**src/rtl/flash_cmd_pkg.sv**
```systemverilog
package flash_cmd_pkg;

  localparam logic [7:0] CMD_UNLOCK1 = 8'hAA;
  localparam logic [7:0] CMD_UNLOCK2 = 8'h55;
  localparam logic [7:0] CMD_SETUP   = 8'h80;
  localparam logic [7:0] CMD_SECTOR  = 8'h30;
  localparam logic [7:0] CMD_CHIP    = 8'h10;
  localparam logic [7:0] CMD_PROGRAM = 8'hA0;
  localparam logic [7:0] CMD_BYP_IN  = 8'h20;
  localparam logic [7:0] CMD_BYP_RST = 8'h90;
  localparam logic [7:0] CMD_BYP_END = 8'h00;

  localparam int unsigned UNLOCK_A1 = 'h555;
  localparam int unsigned UNLOCK_A2 = 'h2AA;

  typedef enum logic [3:0] {
    S_READ, S_U1, S_U2, S_PROG, S_SETUP, S_E1, S_E2,
    S_BYP, S_BPROG, S_BRST
  } seq_state_e;

  typedef enum logic [1:0] {
    REQ_NONE, REQ_PROG, REQ_SECTOR, REQ_CHIP
  } req_kind_e;

  typedef enum logic [1:0] {
    MODE_READ = 2'd0, MODE_SEQ = 2'd1, MODE_BYPASS = 2'd2
  } mode_e;

  function automatic logic in_bypass(input seq_state_e s);
    return (s == S_BYP) || (s == S_BPROG) || (s == S_BRST);
  endfunction

endpackage

```
**src/rtl/fcd_sequencer.sv**
```systemverilog
module fcd_sequencer
  import flash_cmd_pkg::*;
#(
  parameter int ADDR_W = 12,
  parameter int DATA_W = 8
) (
  input  logic              clk,
  input  logic              rst,
  input  logic              wr_en,
  input  logic [ADDR_W-1:0] wr_addr,
  input  logic [DATA_W-1:0] wr_data,
  input  logic              erase_busy,
  input  logic              accel_hi,
  output req_kind_e         fire,
  output mode_e             nxt_mode
);

  localparam logic [ADDR_W-1:0] A1 = ADDR_W'(UNLOCK_A1);
  localparam logic [ADDR_W-1:0] A2 = ADDR_W'(UNLOCK_A2);

  seq_state_e state, nxt;
  logic [7:0] cmd;
  logic       at_a1, at_a2;

  assign cmd   = wr_data[7:0];
  assign at_a1 = (wr_addr == A1);
  assign at_a2 = (wr_addr == A2);

  always_comb begin
    nxt  = state;
    fire = REQ_NONE;
    if (wr_en) begin
      case (state)
        S_READ:  if (at_a1 && cmd == CMD_UNLOCK1) nxt = S_U1;
        S_U1:    nxt = (at_a2 && cmd == CMD_UNLOCK2) ? S_U2 : S_READ;
        S_U2: begin
          nxt = S_READ;
          if (at_a1) begin
            if (cmd == CMD_PROGRAM)     nxt = S_PROG;
            else if (cmd == CMD_SETUP)  nxt = S_SETUP;
            else if (cmd == CMD_BYP_IN) nxt = S_BYP;
          end
        end
        S_PROG: begin
          fire = REQ_PROG;
          nxt  = S_READ;
        end
        S_SETUP: nxt = (at_a1 && cmd == CMD_UNLOCK1) ? S_E1 : S_READ;
        S_E1:    nxt = (at_a2 && cmd == CMD_UNLOCK2) ? S_E2 : S_READ;
        S_E2: begin
          nxt = S_READ;
          if (cmd == CMD_SECTOR)              fire = REQ_SECTOR;
          else if (at_a1 && cmd == CMD_CHIP)  fire = REQ_CHIP;
        end
        S_BYP: begin
          if (cmd == CMD_PROGRAM)      nxt = S_BPROG;
          else if (cmd == CMD_BYP_RST) nxt = S_BRST;
        end
        S_BPROG: begin
          fire = REQ_PROG;
          nxt  = S_BYP;
        end
        S_BRST:  nxt = (cmd == CMD_BYP_END) ? S_READ : S_BYP;
        default: nxt = S_READ;
      endcase
    end
    if (accel_hi && !in_bypass(nxt)) nxt = S_BYP;
    if (erase_busy) begin
      nxt  = state;
      fire = REQ_NONE;
    end
  end

  always_comb begin
    if (nxt == S_READ)      nxt_mode = MODE_READ;
    else if (in_bypass(nxt)) nxt_mode = MODE_BYPASS;
    else                     nxt_mode = MODE_SEQ;
  end

  always_ff @(posedge clk) begin
    if (rst) state <= S_READ;
    else     state <= nxt;
  end

  // busy freezes the sequence position
  assert_busy_hold_R10: assert property (@(posedge clk) disable iff (rst)
    erase_busy |=> $stable(state));

  // bypass ignores everything but program and reset commands
  assert_byp_ignore_R7: assert property (@(posedge clk) disable iff (rst)
    (state == S_BYP && wr_en && !erase_busy && cmd != CMD_PROGRAM && cmd != CMD_BYP_RST)
    |=> state == S_BYP);

  // accelerate level forces bypass
  assert_accel_byp_R11: assert property (@(posedge clk) disable iff (rst)
    (accel_hi && !erase_busy) |=> in_bypass(state));

endmodule

```
**src/rtl/fcd_request_reg.sv**
```systemverilog
module fcd_request_reg
  import flash_cmd_pkg::*;
#(
  parameter int ADDR_W = 12,
  parameter int DATA_W = 8
) (
  input  logic              clk,
  input  logic              rst,
  input  req_kind_e         fire,
  input  mode_e             nxt_mode,
  input  logic [ADDR_W-1:0] wr_addr,
  input  logic [DATA_W-1:0] wr_data,
  output logic              prog_req,
  output logic              erase_sector_req,
  output logic              erase_chip_req,
  output logic [ADDR_W-1:0] req_addr,
  output logic [DATA_W-1:0] req_data,
  output logic [1:0]        mode
);

  always_ff @(posedge clk) begin
    if (rst) begin
      prog_req         <= 1'b0;
      erase_sector_req <= 1'b0;
      erase_chip_req   <= 1'b0;
      req_addr         <= '0;
      req_data         <= '0;
      mode             <= MODE_READ;
    end else begin
      prog_req         <= (fire == REQ_PROG);
      erase_sector_req <= (fire == REQ_SECTOR);
      erase_chip_req   <= (fire == REQ_CHIP);
      mode             <= nxt_mode;
      if (fire != REQ_NONE) begin
        req_addr <= wr_addr;
        req_data <= wr_data;
      end
    end
  end

  // at most one request kind at a time
  assert_one_req_R2: assert property (@(posedge clk) disable iff (rst)
    $onehot0({prog_req, erase_sector_req, erase_chip_req}));

  // program request is a single-cycle pulse
  assert_prog_pulse_R2: assert property (@(posedge clk) disable iff (rst)
    prog_req |=> !prog_req);

  // sector erase request is a single-cycle pulse
  assert_sector_pulse_R3: assert property (@(posedge clk) disable iff (rst)
    erase_sector_req |=> !erase_sector_req);

endmodule

```
**src/rtl/flash_cmd_decoder.sv**
```systemverilog
module flash_cmd_decoder
  import flash_cmd_pkg::*;
#(
  parameter int ADDR_W = 12,
  parameter int DATA_W = 8
) (
  input  logic              clk,
  input  logic              rst,
  input  logic              wr_en,
  input  logic [ADDR_W-1:0] wr_addr,
  input  logic [DATA_W-1:0] wr_data,
  input  logic              erase_busy,
  input  logic              accel_hi,
  output logic              prog_req,
  output logic              erase_sector_req,
  output logic              erase_chip_req,
  output logic [ADDR_W-1:0] req_addr,
  output logic [DATA_W-1:0] req_data,
  output logic [1:0]        mode
);

  req_kind_e fire;
  mode_e     nxt_mode;

  fcd_sequencer #(.ADDR_W(ADDR_W), .DATA_W(DATA_W)) u_seq (
    .clk(clk), .rst(rst), .wr_en(wr_en), .wr_addr(wr_addr), .wr_data(wr_data),
    .erase_busy(erase_busy), .accel_hi(accel_hi),
    .fire(fire), .nxt_mode(nxt_mode)
  );

  fcd_request_reg #(.ADDR_W(ADDR_W), .DATA_W(DATA_W)) u_req (
    .clk(clk), .rst(rst), .fire(fire), .nxt_mode(nxt_mode),
    .wr_addr(wr_addr), .wr_data(wr_data),
    .prog_req(prog_req), .erase_sector_req(erase_sector_req),
    .erase_chip_req(erase_chip_req), .req_addr(req_addr),
    .req_data(req_data), .mode(mode)
  );

  // no request follows a busy cycle
  assert_busy_no_req_R10: assert property (@(posedge clk) disable iff (rst)
    erase_busy |=> !(prog_req || erase_sector_req || erase_chip_req));

  // mode code never leaves its three defined values
  assert_mode_legal_R1: assert property (@(posedge clk) disable iff (rst)
    mode != 2'd3);

endmodule

```
**config.mk**
```make
export PLATFORM = sky130hd
export DESIGN_NAME = flash_cmd_decoder
export DESIGN_NICKNAME = d
export VERILOG_FILES = /design/src/rtl/flash_cmd_pkg.sv /design/src/rtl/fcd_sequencer.sv /design/src/rtl/fcd_request_reg.sv /design/src/rtl/flash_cmd_decoder.sv
export SDC_FILE = /design/constraint.sdc
export NUM_CORES = 1
export LEC_CHECK = 0
export ABC_CLOCK_PERIOD_IN_PS = 3310
export BUFFER_PORTS_ARGS = -buffer_cell sky130_fd_sc_hd__buf_2
export CAP_MARGIN = 20
export CORE_UTILIZATION = 29
export DETAILED_ROUTE_END_ITERATION = 8
export SLEW_MARGIN = 20
export SYNTH_ARGS = -nofsm -noshare
export SYNTH_HDL_FRONTEND = slang
export SYNTH_SLANG_ARGS = --single-unit
```
**constraint.sdc**
```tcl
create_clock -name clk -period 3.31 [get_ports clk]
set_clock_uncertainty 0.1 [all_clocks]
set_input_delay 0.1655 -clock clk [delete_from_list [all_inputs] [get_ports clk]]
set_output_delay 0.1655 -clock clk [all_outputs]
set_load 0.005 [all_outputs]
```
==> results of run 1 <==
==> stage by stage <==
step                      worst slack (ns)  total power (uW)  std cells
after floorplan                      0.977               419        183
after global placement               0.794               460        293
after detailed placement             0.792               460        293
after CTS                            0.758               773        301
after global routing                 0.545               800        301
final                                0.741               766        301
==> power breakdown <==
part           leakage, uW  switching [uW]  total, uW  internal, uW
registers         0.000235            6.85        362           355
clock network    0.0000542             126        313           187
logic             0.000706            53.9       91.6          37.7
total             0.000995             186        766           580
==> flip-flops by register name, summed over array words and instances (netlist names) <==
register / cells
u_req.prog_req: 1
u_req.erase_sector_req: 1
u_req.req_data: 8
u_seq.state: 4
u_req.erase_chip_req: 1
u_req.mode: 2
u_req.req_addr: 12
==> kinds of logic (layout without fill, tap and decap cells) <==
logic type / count (synthesis) / in the layout / share of synthesized area [%]
AND/OR/NAND/NOR: 84 / 84 / 30.7
buffers and inverters: 14 / 62 / 3.66
multiplexers: 22 / 22 / 13.8
XOR/XNOR: 2 / 2 / 1.09
flip-flops: 29 / 29 / 36.1
AO/OA/AOI/OAI: 32 / 32 / 14.6
==> critical path, stage by stage, from the launching register on <==
cell,delay [ns]
dfxtp_1,0.51
or3b_2,0.51
a22oi_1,0.22
a311oi_1,0.07
a21oi_1,0.29
nand3_1,0.18
or4_1,0.49
a21oi_1,0.13
==> worst max path at each step <==
stage                              start       endpoint  slack, ns  cells past startpoint
after floorplan           u_seq.state[3]  u_req.mode[1]       0.98                      8
after global placement    u_seq.state[3]  u_req.mode[1]       0.79                      7
after detailed placement  u_seq.state[1]  u_req.mode[1]       0.79                      7
after CTS                 u_seq.state[1]  u_req.mode[1]       0.76                      7
after global routing      u_seq.state[1]  u_req.mode[1]       0.54                      7
final                     u_seq.state[3]  u_req.mode[1]       0.74                      7
==> cell usage in the layout (no fill, tap or decap), types with 4 or more instances in the layout <==
cell type,n
a21oi_1,8
nor2b_1,4
and3_1,6
buf_2,49
dfxtp_1,29
clkbuf_8,7
nand2_1,5
mux2i_1,21
nor4bb_1,6
nand4_1,4
nor4_1,4
nor2_1,33
nor4b_1,4
==> per-layer routing <==
metal | part of all wire, % | up-vias | wire length [um]
li1 | - | 776 | -
met2 | 45 | 55 | 1840
met1 | 48 | 725 | 1950
met5 | 0 | - | 0
met4 | 0 | 0 | 0
met3 | 6.7 | 0 | 274
==> final cells by class <==
type	instances	share of cell area (%)
Multi-Input combinational cell	140	48.3
Sequential cell	29	28.8
Timing Repair Buffer	51	12.9
Clock buffer	7	4.79
Tap cell	70	4.35
Inverter	3	0.559
Clock inverter	1	0.249
==> impl_metrics.json, run 1 <==
{
  "outcome": "finished clean",
  "critical_path_class": "flop to flop",
  "leakage_uw": 0.000995,
  "worst_slew_pin_slew_ns": 0.484,
  "insertedDiodeCount": 0,
  "cts_tree": "built",
  "grt_overflow": 0,
  "dpl.hpwl_mm": 3.14,
  "min_delay_path_depth": 3,
  "grt_usage_pct": 14.4,
  "power_density_mw_per_mm2": 381,
  "grt_pass1_vias": 1466,
  "setup_viol": 0,
  "synth_cells": 183,
  "via_per_inst": 5.17,
  "antenna_found_initial": 0,
  "drive_gt1_share_pct": 29.9,
  "hold_viol": 0,
  "cp-end-kind": "flop",
  "ant_nets": 0,
  "grt_max_degree": 29,
  "cp_data_required_time_ns": 3.41,
  "fmax_mhz": 389,
  "synth_common_cells": "nor2_1 (33), dfxtp_1 (29), mux2i_1 (21), a21oi_1 (8)",
  "synth_ff_type": "dfxtp_1",
  "synth.distinct_cells": 49,
  "synth_area_sq_mm": 0.00161,
  "vias": 1556,
  "grt_util_met3_pct": 3.83,
  "synth_top_area_share_pct": 36.1,
  "clkTransAtPathRegs_ns": 0.06,
  "n_fill_cell": 551,
  "grt_use_met2_pct": 23.4,
  "hold_end": "u_req.req_addr[4]",
  "yosys_register_bits": 29,
  "synth_area_leader_cell": "dfxtp_1",
  "dpl_cell_area_sq_mm": 0.00191,
  "dieArea_sq_mm": 0.00585,
  "wl_per_cell_um": 13.5,
  "r2r_slack_ns": 0.74,
  "routed_wl_mm": 4.06,
  "drt_first_pass_iters": 4,
  "htree_levels": 2,
  "ctsHoldBuffers": 0,
  "min_period_ns": 2.57,
  "timing.hold.ws_ns": 0.0641,
  "start_kind": "flop",
  "cts_buffers": 5,
  "clock_sinks": 29,
  "period_share_pct": 77.6,
  "netlist_top_cells_area": "dfxtp_1 (36%), mux2i_1 (13%), nor2_1 (7.7%)",
  "hold_start": "wr_addr[4]",
  "drcViolationCount": 0,
  "r2r_cells": 7,
  "setup_tns_ns": 0,
  "relSlewSlack_pct": 67.3,
  "slew_viol_final": 0,
  "rsz0062_at_grt": "false",
  "use_met1_pct": 19.1,
  "critPathMaxFanout": 12,
  "synth.yosys.seq_area_share_pct": 36.1,
  "die_w_um": 76.5,
  "io_pins": 50,
  "r2r_end": "u_req.mode[1]",
  "fin_util_pct": 38.4,
  "worst_ep_arrival_time_ns": 2.67,
  "globalplace.congestion": 0.897,
  "cts_root_buffer": "clkbuf_8",
  "avgSynthCellArea_sq_um": 8.79,
  "ys_async_sr_fraction_pct": 0,
  "hold_class": "primary input to flop",
  "area_growth_pct": 25.2,
  "num_rows": 26,
  "start_util_pct": 30.7,
  "regArea_sq_um": 581,
  "post_cts_buffers": 0,
  "clkLatencyLatePin_ns": 0.27,
  "synth_most_common_cell": "nor2_1",
  "synth_edf_count": 0,
  "worstReg2RegStart": "u_seq.state[3]",
  "drtIter0Drc": 63,
  "final_area_sq_mm": 0.00201,
  "port-buffer-count": 49,
  "top_usage_layer": "met2",
  "ir_worst_vdd_mv": 0.284,
  "post_cts_resized": 0,
  "nets": 255,
  "cts_buffer_depth": 2,
  "drv_cap": 0,
  "multi_input_area_sq_um": 972,
  "die_h_um": 76.5,
  "synth.net_count": 208,
  "yosysWarnings": 0,
  "core_area_sq_mm": 0.00524,
  "grt_first_pass_wirelength_mm": 6.91
}
Power figures use the tool's default switching activity.
==> run 2: changes to the inputs <==
--- a/config.mk
+++ b/config.mk
@@ -5,7 +5,7 @@
 export SDC_FILE = /design/constraint.sdc
 export NUM_CORES = 1
 export LEC_CHECK = 0
-export ABC_CLOCK_PERIOD_IN_PS = 3310
+export ABC_CLOCK_PERIOD_IN_PS = 2500
 export BUFFER_PORTS_ARGS = -buffer_cell sky130_fd_sc_hd__buf_2
 export CAP_MARGIN = 20
 export CORE_UTILIZATION = 29
==> constraint.sdc (replaced) <==
create_clock -name clk -period 2.5 [get_ports clk]
set_clock_uncertainty 0.1 [all_clocks]
set_input_delay 0.125 -clock clk [delete_from_list [all_inputs] [get_ports clk]]
set_output_delay 0.125 -clock clk [all_outputs]
set_load 0.005 [all_outputs]
==> impl_metrics.json, run 2 (synthesized netlist as in run 1, its figures left out) <==
{
  "outcome": "finished clean",
  "area_growth_pct": 33.1,
  "routed_wl_mm": 4.42,
  "vias": 1605,
  "p_seq_share_pct": 45.9,
  "ir_worst_vdd_mv": 0.348,
  "wl_per_cell_um": 14.2,
  "r2r_slack_ns": 0.09,
  "cts_buffers": 5,
  "r2r_cells": 7,
  "start_kind": "flop",
  "min_period_ns": 2.41,
  "io_pins": 50,
  "ctsHoldBuffers": 0,
  "setup_viol": 0,
  "dp_cells": 302,
  "cp_data_required_time_ns": 2.60,
  "largest_registers": "u_req.req_addr (12), u_req.req_data (8), u_seq.state (4)",
  "multi_input_area_sq_mm": 0.00100,
  "die_h_um": 76.5,
  "globalplace.congestion": 0.879,
  "fin_util_pct": 40.9,
  "cts_buffer_depth": 2,
  "cts_root_buffer": "clkbuf_8",
  "clkLatencyLatePin_ns": 0.27,
  "power_density_mw_per_mm2": 484,
  "worstReg2RegStart": "u_seq.state[3]",
  "p_int_uw": 782,
  "largest_register_ffs": 12,
  "drv_cap": 0,
  "r2r_end": "u_req.mode[1]",
  "htree_levels": 2,
  "worst_slew_pin_slew_ns": 0.524,
  "hold_viol": 0,
  "dieArea_sq_mm": 0.00585,
  "drtIter0Drc": 67,
  "worst_ep_arrival_time_ns": 2.51,
  "slew_viol_final": 0,
  "period_share_pct": 96.4,
  "port-buffer-count": 49,
  "leakage_uw": 0.00108,
  "antenna_found_initial": 0,
  "relSlewSlack_pct": 65.0,
  "fin_ws_ns": 0.0903,
  "die_w_um": 76.5,
  "ant_nets": 0,
  "clock_sinks": 29,
  "core_area_sq_mm": 0.00524,
  "cp-end-kind": "flop",
  "power_switching_share_pct": 24.6,
  "clkPwrFrac_pct": 40.1,
  "combPwrFrac_pct": 14.0,
  "critical_path_class": "flop to flop",
  "mostFrequentLayoutCell": "buf_2",
  "n_fill_cell": 552,
  "stdcell_count": 312,
  "drcViolationCount": 0,
  "dpl_worst_slack_ns": 0.0898,
  "hold_start": "wr_addr[7]",
  "regArea_sq_um": 583,
  "via_per_inst": 5.14,
  "nets": 266,
  "grt_first_pass_wirelength_mm": 7.18,
  "hold_end": "u_req.req_addr[7]",
  "grt_usage_pct": 15.1,
  "clkTransAtPathRegs_ns": 0.06,
  "final_cell_mix": "buf_2 (49), nor2_1 (33), dfxtp_1 (27), mux2i_1 (21), buf_4 (12)",
  "grt_pass1_vias": 1535,
  "num_rows": 26,
  "min_delay_path_depth": 3,
  "dpl.hpwl_mm": 3.33,
  "hold_class": "primary input to flop",
  "grt_overflow": 0,
  "start_util_pct": 30.7,
  "drive_gt1_share_pct": 35.5,
  "fmax_mhz": 415,
  "critPathMaxFanout": 9,
  "power_switching_uw": 255,
  "grt_max_degree": 29,
  "insertedDiodeCount": 0,
  "drt_first_pass_iters": 4,
  "cts_tree": "built",
  "regMostFlops": "u_req.req_addr"
}
## run 2: cell count changes in the layout (fill, tap and decap cells not counted), sizes merged
| cell | previous run | this run |
|---|---|---|
| buf | 51 | 62 |
## run 2: stage by stage
stage	TNS, ns	hold slack (ns)	area, sq um	total power [uW]
6_report	0	0.0291	2140	1040
5_1_grt	-0.00895	0.0371	2140	1090
4_1_cts	0	0.0223	2090	1040
3_5_place_dp	0	0.309	1990	623
3_3_place_gp	0	0.293	1990	623
2_1_floorplan	0	0.169	1610	555
## run 2: power by group through the flow
stage	clock network (uW)	logic, uW	registers [uW]
4_1_cts	430	138	475
3_5_place_dp	0	137	486
3_3_place_gp	0	137	486
6_report	415	145	476
5_1_grt	453	159	477
2_1_floorplan	0	72.9	482
## run 2: what timing repair did
action,4_1_cts,5_1_grt
resized for setup,0,8
buffers inserted,0,2
setup endpoints to repair,0,2
## run 2: routing by layer
layer | part of all wire (%) | up-vias | GRT usage [%]
met1 | 48 | 758 | 19.8
li1 | - | 801 | -
met3 | 5.8 | 0 | 4.07
met2 | 46 | 46 | 25.2
met4 | 0 | 0 | 2.31
met5 | 0 | - | 0
## run 2: worst max-delay path by stage
stage                     slack (ns)  cells after the start             to            from
after detailed placement        0.09                      7  u_req.mode[1]  u_seq.state[3]
after floorplan                 0.17                      8  u_req.mode[1]  u_seq.state[3]
after global routing          -0.009                      8  u_req.mode[1]  u_seq.state[1]
final                           0.09                      7  u_req.mode[1]  u_seq.state[3]
after CTS                       0.04                      7  u_req.mode[1]  u_seq.state[3]
after global placement           0.1                      7  u_req.mode[1]  u_seq.state[3]
## run 2: critical path, cell delays in order (launching register included)
cell and delay [ns]:
dfxtp_2 0.36, or3b_4 0.42, nor3_4 0.20, nand4_1 0.15, a311oi_2 0.38, a221oi_2 0.07
or4_1 0.53, a21oi_2 0.13
## run 2: cell type report
type / count / share of cell area, %
inverters: 3 / 0.526
repair buffers: 62 / 16.6
well taps: 70 / 4.09
clock buffers: 7 / 4.50
clock inverters: 1 / 0.234
flip-flops and latches: 29 / 27.3
multi-input cells: 140 / 46.8
==> run 3: changes to the inputs <==
--- a/config.mk
+++ b/config.mk
@@ -8,6 +8,7 @@
 export ABC_CLOCK_PERIOD_IN_PS = 2500
 export BUFFER_PORTS_ARGS = -buffer_cell sky130_fd_sc_hd__buf_2
 export CAP_MARGIN = 20
+export CORE_MARGIN = 2
 export CORE_UTILIZATION = 29
 export DETAILED_ROUTE_END_ITERATION = 8
 export SLEW_MARGIN = 20
==> impl_metrics.json, run 3 (synthesized netlist as in run 1, its figures left out) <==
{
  "power_density_mw_per_mm2": 490,
  "outcome": "finished clean",
  "regArea_sq_um": 582,
  "grt_pass1_vias": 1454,
  "r2r_end": "u_req.mode[1]",
  "cts_buffer_depth": 2,
  "worst_ep_arrival_time_ns": 2.46,
  "dpl_worst_slack_ns": 0.0930,
  "die_h_um": 78.5,
  "worstReg2RegStart": "u_seq.state[1]",
  "cts_root_buffer": "clkbuf_8",
  "grt_overflow": 0,
  "fmax_mhz": 424,
  "area_growth_pct": 30.5,
  "crit_start": "u_seq.state[1]",
  "period_share_pct": 94.4,
  "min_period_ns": 2.36,
  "setup_viol": 0,
  "drcViolationCount": 0,
  "clkLatencyLatePin_ns": 0.27,
  "largest_registers": "u_req.req_addr (12), u_req.req_data (8), u_seq.state (4)",
  "wl_met3_um": 303,
  "dpl.hpwl_mm": 3.31,
  "drv_cap": 0,
  "leakage_uw": 0.00105,
  "hold_viol": 0,
  "cts_buffers": 5,
  "n_fill_cell": 576,
  "drt-met1-wl_mm": 2.00,
  "num_rows": 27,
  "ant_nets": 0,
  "relSlewSlack_pct": 65.4,
  "final_cell_mix": "buf_2 (49), nor2_1 (33), dfxtp_1 (28), mux2i_1 (21), buf_4 (12)",
  "clock_sinks": 29,
  "hold_class": "primary input to flop",
  "timing.hold.ws_ns": 0.0165,
  "die_w_um": 78.5,
  "routed_wl_mm": 4.29,
  "drtIter0Drc": 63,
  "final_area_sq_mm": 0.00210,
  "grt_first_pass_wirelength_mm": 7.05,
  "wl_per_cell_um": 13.7,
  "finalPower_uw": 1030,
  "r2r_slack_ns": 0.14,
  "clkTransAtPathRegs_ns": 0.06,
  "via_per_inst": 5.06,
  "drt_first_pass_iters": 4,
  "fin_ws_ns": 0.141,
  "setup.worst_path.end": "u_req.mode[1]",
  "dieArea_sq_mm": 0.00616,
  "port-buffer-count": 49,
  "vias": 1583,
  "regMostFlops": "u_req.req_addr",
  "cts_tree": "built",
  "htree_levels": 2,
  "grt_usage_pct": 14.4,
  "worst_slew_pin_slew_ns": 0.512,
  "insertedDiodeCount": 0,
  "multi_input_area_sq_um": 978,
  "start_util_pct": 29.6,
  "drive_gt1_share_pct": 33.2,
  "critical_path_class": "flop to flop",
  "min_delay_path_depth": 3,
  "cp_data_required_time_ns": 2.60,
  "grt_max_degree": 29,
  "clkPwrFrac_pct": 40.2,
  "mostFrequentLayoutCell": "buf_2",
  "antenna_found_initial": 0,
  "slew_viol_final": 0,
  "r2r_cells": 7,
  "globalplace.congestion": 0.994,
  "wl_met2_mm": 1.94,
  "power_switching_uw": 249,
  "largest_register_ffs": 12,
  "critPathMaxFanout": 6,
  "io_pins": 50,
  "stdcell_count": 313,
  "ir_worst_vdd_mv": 0.317,
  "cp-end-kind": "flop",
  "start_kind": "flop",
  "core_area_sq_mm": 0.00544,
  "combPwrFrac_pct": 13.6,
  "routed.top_layer": "met4",
  "dpl_cell_area_sq_mm": 0.00198,
  "nets": 265,
  "power_switching_share_pct": 24.2,
  "p_int_uw": 778,
  "dp_cells": 304,
  "p_seq_share_pct": 46.3
}
run 3: cell count changes in the layout (fill, tap and decap cells not counted), sizes merged:
cell and delta:
buf -1
run 3: worst min path at each step:
| stage | from | end |
|---|---|---|
| global route | wr_addr[1] | u_req.req_addr[1] |
| finish | wr_addr[4] | u_req.req_addr[4] |
| detailed placement | wr_addr[4] | u_req.req_addr[4] |
| global placement | wr_addr[4] | u_req.req_addr[4] |
| CTS | wr_addr[4] | u_req.req_addr[4] |
| floorplan | wr_addr[0] | u_req.req_addr[0] |
run 3: power by group through the flow:
stage,registers [uW],logic (uW),clock network [uW]
3_3_place_gp,485,138,0
4_1_cts,475,138,428
2_1_floorplan,482,72.9,0
5_1_grt,476,154,462
6_report,475,139,413
3_5_place_dp,485,137,0
run 3: final cells by class:
class | count | area share, %
Multi-Input combinational cell | 140 | 46.6
Tap cell | 72 | 4.29
Sequential cell | 29 | 27.7
Clock inverter | 1 | 0.239
Timing Repair Buffer | 61 | 16.0
Inverter | 3 | 0.537
Clock buffer | 7 | 4.59
run 3: timing repair:
item	in CTS	in global routing
hold buffers	0	0
resized for setup	0	2
setup buffers	0	1
endpoints found under the setup margin	0	2
run 3: stage by stage:
stage	TNS [ns]	util [%]
6_report	0	38.6
4_1_cts	0	38.3
3_5_place_dp	0	36.4
3_3_place_gp	0	36.4
2_1_floorplan	0	-
5_1_grt	-0.00435	38.6
run 3: routing by layer:
| metal | global-route usage [%] | up-vias |
|---|---|---|
| met4 | 3.33 | 0 |
| met3 | 4.02 | 6 |
| met2 | 22.8 | 58 |
| met5 | 0 | - |
| met1 | 19.4 | 720 |
| li1 | - | 799 |
run 3: worst max-delay path, cell delays in order (launching register included):
cell	delay, ns
dfxtp_2	0.37
or3b_2	0.50
nor3_4	0.16
nand4_1	0.13
a311oi_2	0.30
a221oi_2	0.09
or4_1	0.51
a21oi_1	0.13
